<file path="src/rtl/dma_irq_pkg.sv">
// Shared sizing for the DMA interrupt status aggregator.
// Assumes each channel owns two adjacent status bits (half, then end).
package dma_irq_pkg;
    parameter int CH_PER_GRP = 8;
    parameter int N_GRP      = 2;
    localparam int NUM_CH    = CH_PER_GRP * N_GRP;
    localparam int STAT_W    = 2 * NUM_CH;
    localparam int CH_IDX_W  = $clog2(NUM_CH);
    localparam int GRP_CH_W  = $clog2(CH_PER_GRP);
endpackage

</file>
<file path="src/rtl/irq_pend_bank.sv">
// Sticky pending register bank with write-one-to-clear.
// Assumes set pulses last one cycle; set wins over a simultaneous clear.
module irq_pend_bank #(
    parameter int W = 32
) (
    input  logic         clk,
    input  logic         rst_n,
    input  logic [W-1:0] set_vec,
    input  logic         clr_en,
    input  logic [W-1:0] clr_mask,
    output logic [W-1:0] pend
);
    logic [W-1:0] clr_eff;

    // Purpose: qualify the clear mask with the write strobe.
    always_comb begin
        clr_eff = clr_en ? clr_mask : '0;
    end

    genvar i;
    generate
        for (i = 0; i < W; i++) begin : g_bit
            // Purpose: hold one sticky bit; set has priority over clear.
            always_ff @(posedge clk) begin
                if (!rst_n)
                    pend[i] <= 1'b0;
                else if (set_vec[i])
                    pend[i] <= 1'b1;
                else if (clr_eff[i])
                    pend[i] <= 1'b0;
            end
        end
    endgenerate

    // every pulsed bit is pending after the edge
    a_r2_set_sticky: assert property (@(posedge clk) disable iff (!rst_n)
        (set_vec != '0) |=> ((pend & $past(set_vec)) == $past(set_vec)));

    // cleared bits without a simultaneous event are low afterwards
    a_r3_clear_bits: assert property (@(posedge clk) disable iff (!rst_n)
        clr_en |=> ((pend & $past(clr_mask & ~set_vec)) == '0));

    // collision keeps the bit set
    a_r4_set_wins: assert property (@(posedge clk) disable iff (!rst_n)
        (clr_en && ((clr_mask & set_vec) != '0))
        |=> ((pend & $past(clr_mask & set_vec)) == $past(clr_mask & set_vec)));

    // without events or writes the register holds
    a_r2_hold: assert property (@(posedge clk) disable iff (!rst_n)
        (!clr_en && set_vec == '0) |=> $stable(pend));
endmodule

</file>
<file path="src/rtl/irq_enable_reg.sv">
// Interrupt enable mask register, loaded whole on a write.
// Assumes software writes the full word; resets to all masked.
module irq_enable_reg #(
    parameter int W = 32
) (
    input  logic         clk,
    input  logic         rst_n,
    input  logic         wr_en,
    input  logic [W-1:0] wdata,
    output logic [W-1:0] en
);
    // Purpose: store the enable mask.
    always_ff @(posedge clk) begin
        if (!rst_n)
            en <= '0;
        else if (wr_en)
            en <= wdata;
    end

    // a write is visible on the next cycle
    a_r5_enable_load: assert property (@(posedge clk) disable iff (!rst_n)
        wr_en |=> (en == $past(wdata)));

    // without a write the mask holds
    a_r5_enable_hold: assert property (@(posedge clk) disable iff (!rst_n)
        !wr_en |=> $stable(en));
endmodule

</file>
<file path="src/rtl/irq_lowest_finder.sv">
// Priority encoder: index of the lowest set bit in a request vector.
// Assumes nothing about the vector; index is zero when none is set.
module irq_lowest_finder #(
    parameter int N     = 16,
    parameter int IDX_W = $clog2(N)
) (
    input  logic [N-1:0]     req,
    output logic             found,
    output logic [IDX_W-1:0] idx
);
    // Purpose: scan from the top so the lowest set bit is the last one kept.
    always_comb begin
        idx   = '0;
        found = 1'b0;
        for (int i = N - 1; i >= 0; i--) begin
            if (req[i]) begin
                idx   = IDX_W'(i);
                found = 1'b1;
            end
        end
    end

    // the reported bit is set and no lower bit is set
    always_comb begin
        if (found) begin
            a_r8_idx_set: assert (req[idx]);
            a_r8_idx_lowest: assert ((req & ((N'(1) << idx) - N'(1))) == '0);
        end else begin
            a_r8_none: assert (req == '0);
        end
    end
endmodule

</file>
<file path="src/rtl/dma_irq_aggregator.sv">
// Top: maps channel events into the interleaved pending word, applies the
// enable mask, drives the combined interrupt and the lowest end-event report.
// Assumes event inputs are single-cycle pulses.
module dma_irq_aggregator
    import dma_irq_pkg::*;
(
    input  logic                  clk,
    input  logic                  rst_n,
    input  logic [CH_PER_GRP-1:0] norm_half_ev,
    input  logic [CH_PER_GRP-1:0] norm_end_ev,
    input  logic [CH_PER_GRP-1:0] ded_half_ev,
    input  logic [CH_PER_GRP-1:0] ded_end_ev,
    input  logic                  reg_wr,
    input  logic                  reg_addr,
    input  logic [STAT_W-1:0]     reg_wdata,
    output logic [STAT_W-1:0]     reg_rdata,
    output logic                  irq_out,
    output logic                  eot_valid,
    output logic                  eot_dedicated,
    output logic [GRP_CH_W-1:0]   eot_chan
);
    logic [NUM_CH-1:0]   half_all;
    logic [NUM_CH-1:0]   end_all;
    logic [STAT_W-1:0]   set_vec;
    logic [STAT_W-1:0]   pend;
    logic [STAT_W-1:0]   en;
    logic [STAT_W-1:0]   active;
    logic [NUM_CH-1:0]   end_active;
    logic [CH_IDX_W-1:0] low_ch;

    assign half_all = {ded_half_ev, norm_half_ev};
    assign end_all  = {ded_end_ev, norm_end_ev};

    genvar c;
    generate
        for (c = 0; c < NUM_CH; c++) begin : g_map
            // Channel c owns bits 2c (half) and 2c+1 (end).
            assign set_vec[2*c]     = half_all[c];
            assign set_vec[2*c + 1] = end_all[c];
            assign end_active[c]    = active[2*c + 1];
        end
    endgenerate

    irq_pend_bank #(.W(STAT_W)) u_pend (
        .clk      (clk),
        .rst_n    (rst_n),
        .set_vec  (set_vec),
        .clr_en   (reg_wr && !reg_addr),
        .clr_mask (reg_wdata),
        .pend     (pend)
    );

    irq_enable_reg #(.W(STAT_W)) u_en (
        .clk   (clk),
        .rst_n (rst_n),
        .wr_en (reg_wr && reg_addr),
        .wdata (reg_wdata),
        .en    (en)
    );

    irq_lowest_finder #(.N(NUM_CH), .IDX_W(CH_IDX_W)) u_find (
        .req   (end_active),
        .found (eot_valid),
        .idx   (low_ch)
    );

    // Purpose: mask pending bits, form the interrupt and the read mux.
    always_comb begin
        active    = pend & en;
        irq_out   = |active;
        reg_rdata = reg_addr ? en : pend;
    end

    assign eot_dedicated = low_ch[CH_IDX_W-1];
    assign eot_chan      = low_ch[GRP_CH_W-1:0];

    // a valid report implies the interrupt is raised
    a_r8_valid_irq: assert property (@(posedge clk) disable iff (!rst_n)
        eot_valid |-> irq_out);

    // the cycle after reset nothing is pending
    a_r6_reset_clear: assert property (@(posedge clk)
        !rst_n |=> (!irq_out && !eot_valid));
endmodule

</file>
<file path="config.mk">
export PLATFORM = sky130hd
export DESIGN_NAME = dma_irq_aggregator
export DESIGN_NICKNAME = d
export VERILOG_FILES = /design/src/rtl/dma_irq_pkg.sv /design/src/rtl/irq_pend_bank.sv /design/src/rtl/irq_enable_reg.sv /design/src/rtl/irq_lowest_finder.sv /design/src/rtl/dma_irq_aggregator.sv
export SDC_FILE = /design/constraint.sdc
export NUM_CORES = 1
export LEC_CHECK = 0
export CAP_MARGIN = 20
export CORE_MARGIN = 1.5
export CORE_UTILIZATION = 49
export CTS_CLUSTER_DIAMETER = 60
export CTS_CLUSTER_SIZE = 28
export DETAILED_ROUTE_END_ITERATION = 10
export PLACE_DENSITY_LB_ADDON = 0.25
export SLEW_MARGIN = 10
export SYNTH_ARGS = -nofsm -noshare
export SYNTH_HDL_FRONTEND = slang
export SYNTH_SLANG_ARGS = --single-unit
</file>
<file path="constraint.sdc">
create_clock -name clk -period 4.6 [get_ports clk]
set_input_delay 0.92 -clock clk [delete_from_list [all_inputs] [get_ports clk]]
set_output_delay 0.92 -clock clk [all_outputs]
set_load 0.01 [all_outputs]
</file>
==> flow_summary.toml, run 1 <==
[status]
outcome = "finished, final reports clean"

[floorplanning]
dieArea_um2 = 6790
die_w_um = 82.4
core-area_um2 = 5990
fp-row-count = 28
ios = 106
start_util_pct = 51.6
die_h_um = 82.4

[power]
p_leak_uw = 0.00164
vdd_drop_max_mv = 0.182
power_density_nw_per_um2 = 300
fin_total_pwr_uw = 1300

[synthesis]
synthFlopType = "dfxtp_1"
synth.avg_cell_area_um2 = 8.54
ys_async_sr_fraction_pct = 0
netlist.area_leader.share_pct = 41.5
synthDistinctLibCells = 28
ys_top_cells_by_area = "dfxtp_1, nand2_1, mux2_2"
synthCells = 362
post-synth-top-count-cell = "nand2_1"
ys_ff_latch = 64
synth_common_cells = "nand2_1, dfxtp_1, nor2b_1"
syn_area_um2 = 3090
synth-edff-count = 0
yosysWarnings = 0
synth_fp_nets = 430
synth.largest_area_cell = "dfxtp_1"
synth_seq_area_share_pct = 41.5

[cts]
cts_tree = "done"
clockBufferDepth = 2
cts-htree-levels = 3
cts.clk_slew.worst_paths_ps = 60
cts_buffers = 9
clk_latency_ps = 320
post_cts_buffers = 0
cts.repair.resized = 0
cts_hold_buf = 0
root_buffer = "clkbuf_8"
cts.sinks = 64

[hold_path]
hold_depth = 2
hp-class = "flop to flop"

[sta]
setup_violations = 0
worst-slew-pin-transition_ps = 819
relSlewSlack_pct = 45.4
slew_viol_final = 0
rsz0062_at_grt = "false"
fmax_mhz = 295
period_minus_slack_ps = 3390
hold_viol_final = 0
fin_crit_sh_pct = 73.6
finClkSkew_ps = 0
setup_tns_ps = 0

[job]
drv_cap = 0

[final_layout]
layout.cells.non_filler = 537
fill_cells = 492
final_core_utilization_pct = 72.3
area_delta_synth_final_pct = 40.1
diodes = 0
layout.nets = 528
drive_gt1_share_pct = 12.6
fin_area_um2 = 4330

[detailed_routing]
dr.pass1.iters = 4
via_count = 2892
antenna_left = 0
drc_errors = 0
drt_iter0_markers = 124
finalWirelength_um = 8010
wl_per_cell_um = 14.9
viasPerCell = 5.39

[placed_design]
gp_congestion = 0.815
postPlaceCellArea_um2 = 4170
io_buffer_count = 105
dpl.cell_count = 524
dp_hpwl_um = 5600

[setup_path]
cp-start-kind = "input port"
crit_fanout = 35
cp_data_arrival_time_ps = 2470
reg2regPathDepth = 2
required_ps = 3680
critPathCaptureType = "output pin"
crit_type = "input port to output pin"

[grt]
antenna_found_initial = 0
grt_pass1_wl_um = 12600
grtUsageTotal_pct = 24.7
first_global_vias = 2668
grt_max_degree = 65
grt-ovfl-total = 0
## metrics by stage
stage          worst slack [ps]  hold WS (ps)
6_report                   1210           477
5_1_grt                    1140           497
4_1_cts                    1210           471
3_5_place_dp               1220           462
3_3_place_gp               1230           454
2_1_floorplan              1940           444
## sequential cells by signal (all words and copies together) (netlist names)
signal / cells
u_pend.pend: 32
u_en.en: 32
## worst max-delay path, stage by stage
cell and delay [ps]:
buf_2 620, mux2_2 430, clkdlybuf4s50_1 480
## layout make-up
cell class                 instances  area, um2  area share, %
clock buffer                      12        155           3.58
clock inverter                     1       5.00          0.116
multi-input combinational        276       1720           39.7
sequential                        64       1280           29.6
tap                               75       93.8           2.17
timing repair buffer             109       1080           24.9
## layout by cell type, fill, tap and decap left out, drive strengths merged, types with 2 or more instances in the layout
cell type and n:
a22o 2, dfxtp 64, buf 5, mux2 32, a32oi 2, clkdlybuf4s50 104
nor2b 34, clkbuf 12, a21oi 33, a22oi 17, nand4 4, a31oi 2
a21boi 33, a222oi 2, nand2 105
## layer usage
layer	track usage [%]	wire, um	vias up
met1	32.4	3530	1340
met4	9.66	105	0
met3	5.27	482	8
met2	39.5	3880	99
li1	-	-	1445
met5	0	0	-
## power breakdown
group	internal [uW]	switching, uW
registers	588	35.2
logic	162	104
clock network	215	194
total	965	333
## logic make-up (layout without fill, tap and decap cells)
group	after synthesis	after routing	share of synthesized area, %
AO/OA/AOI/OAI	96	96	22.3
buffers and inverters	22	122	3.04
flip-flops	64	64	41.5
multiplexers	32	32	11.7
AND/OR/NAND/NOR	148	148	21.5
## worst paths after layout
path	endpoint	slack, ps	startpoint
worst max register to register	u_pend.pend[25]	3880	u_pend.pend[25]
worst min register to register	u_en.en[10]	480	u_en.en[10]
worst min-delay path	u_en.en[10]	480	u_en.en[10]
worst max-delay path	reg_rdata[25]	1210	reg_addr
(Power assumes the default switching activity.)
==> inputs of run 2 (changes only) <==
- CORE_UTILIZATION: 49 -> 45
- clock period: 4.6 -> 3.4 ns (I/O delays scaled with it)
==> flow_summary.toml, run 2 (same netlist as run 1, synthesis figures left out) <==
[status]
outcome = "finished, final reports clean"

[sta]
hold_viol_final = 0
holdWs_ps = 470
rsz0062_at_grt = "false"
relSlewSlack_pct = 44.1
fmax_mhz = 340
finClkSkew_ps = 0
slew_viol_final = 0
setup_violations = 0
period_minus_slack_ps = 2940
worst-slew-pin-transition_ps = 838
fin_crit_sh_pct = 86.5
setup_tns_ps = 0
layout_setup_ws_ps = 460

[setup_path]
crit_type = "flop to output pin"
required_ps = 2720
cp_top_family = "simple AND/OR/NAND/NOR gates"
max_stage_delay_ps = 510
reg2regPathDepth = 2
r2r_end = "u_en.en[25]"
critPathBufInv = 1
crit_fanout = 4
critPathCaptureType = "output pin"
worstPathCellList = "a22oi_2 -> nand4_1 -> or2_1 -> or3_1 -> clkdlybuf4s50_1"
crit_slowest_cell = "clkdlybuf4s50_1"
timing.rr.start = "u_en.en[25]"
cp_data_arrival_time_ps = 2260
cp-start-kind = "flop"
worst-r2r-setup-slack_ps = 2670

[power]
p_leak_uw = 0.00165
vdd_drop_max_mv = 0.260
power_density_nw_per_um2 = 411

[grt]
grt-ovfl-total = 0
grtUsageTotal_pct = 22.7
grt_max_degree = 65
grt_pass1_wl_um = 13100
first_global_vias = 2821
antenna_found_initial = 0

[cts]
root_buffer = "clkbuf_8"
clk_latency_ps = 330
clockBufferDepth = 2
cts_tree = "done"
cts-htree-levels = 3
cts.repair.resized = 0
cts_hold_buf = 0
cts.clk_slew.worst_paths_ps = 70
post_cts_buffers = 0
cts.sinks = 64
cts_buffers = 9

[final_layout]
top_regs = "u_en.en x32, u_pend.pend x32"
area_delta_synth_final_pct = 41.2
layout.nets = 530
drive_gt1_share_pct = 12.9
layout_commonest_cell = "nand2_1"
seq_area_um2 = 1280
multi_input_area_um2 = 1720
fill_cells = 583
diodes = 0
final_core_utilization_pct = 64.9
layout_common_cells = "nand2_1, clkdlybuf4s50_1, dfxtp_1"
fin_area_um2 = 4360

[hold_path]
hp-start = "u_en.en[10]"
hold_depth = 2
hp-class = "flop to flop"
whs_endpoint = "u_en.en[10]"

[placed_design]
postPlaceCellArea_um2 = 4190
dp_hpwl_um = 5630
pre_cts_slack_ps = 483
gp_congestion = 0.778
io_buffer_count = 105

[floorplanning]
ios = 106
dieArea_um2 = 7370
die_w_um = 85.9
die_h_um = 85.9
fp-row-count = 30
core-area_um2 = 6720
start_util_pct = 46.0

[detailed_routing]
viasPerCell = 5.30
dr.pass1.iters = 4
drc_errors = 0
wl_per_cell_um = 14.9
finalWirelength_um = 8130
antenna_left = 0
drt_iter0_markers = 121
via_count = 2887

[job]
drv_cap = 0
[run 2: worst reg2reg max path, delay by kind of cell, from the launching register on]
family / cells / cell delay, ps
AO/OA/AOI/OAI: 1 / 160
flip-flops: 1 / 440
AND/OR/NAND/NOR: 1 / 70
[run 2: worst max-delay path by stage]
stage | start | endpoint | cells past startpoint
finish | u_pend.pend[31] | irq_out | 5
global placement | reg_addr | reg_rdata[3] | 3
floorplan | reg_addr | reg_rdata[10] | 3
detailed placement | reg_addr | reg_rdata[3] | 3
CTS | u_pend.pend[31] | irq_out | 5
global route | u_pend.pend[31] | irq_out | 5
[run 2: per-layer routing]
layer / part of all wire, % / GRT usage (%)
met2: 48 / 38.2
met5: 0 / 0
met1: 45 / 28.2
met4: 1.2 / 6.45
met3: 5.8 / 6.64
[run 2: layout make-up]
| cell class | count | area share (%) |
|---|---|---|
| repair buffers | 111 | 25.0 |
| clock buffers | 14 | 3.96 |
| well taps | 80 | 2.29 |
| flip-flops and latches | 64 | 29.4 |
| multi-input cells | 276 | 39.4 |
[run 2: report_power, final]
group	total [uW]	switching, uW	internal [uW]	leakage (uW)
Clock	585	268	317	0.0000886
Sequential	843	47.9	795	0.000530
Combinational	362	142	221	0.00104
[run 2: per-stage QoR]
stage / instances / power [uW]
after CTS: 545 / 1810
after global placement: 531 / 1220
final: 545 / 1790
after floorplan: 362 / 1020
after detailed placement: 531 / 1220
after global routing: 545 / 1880
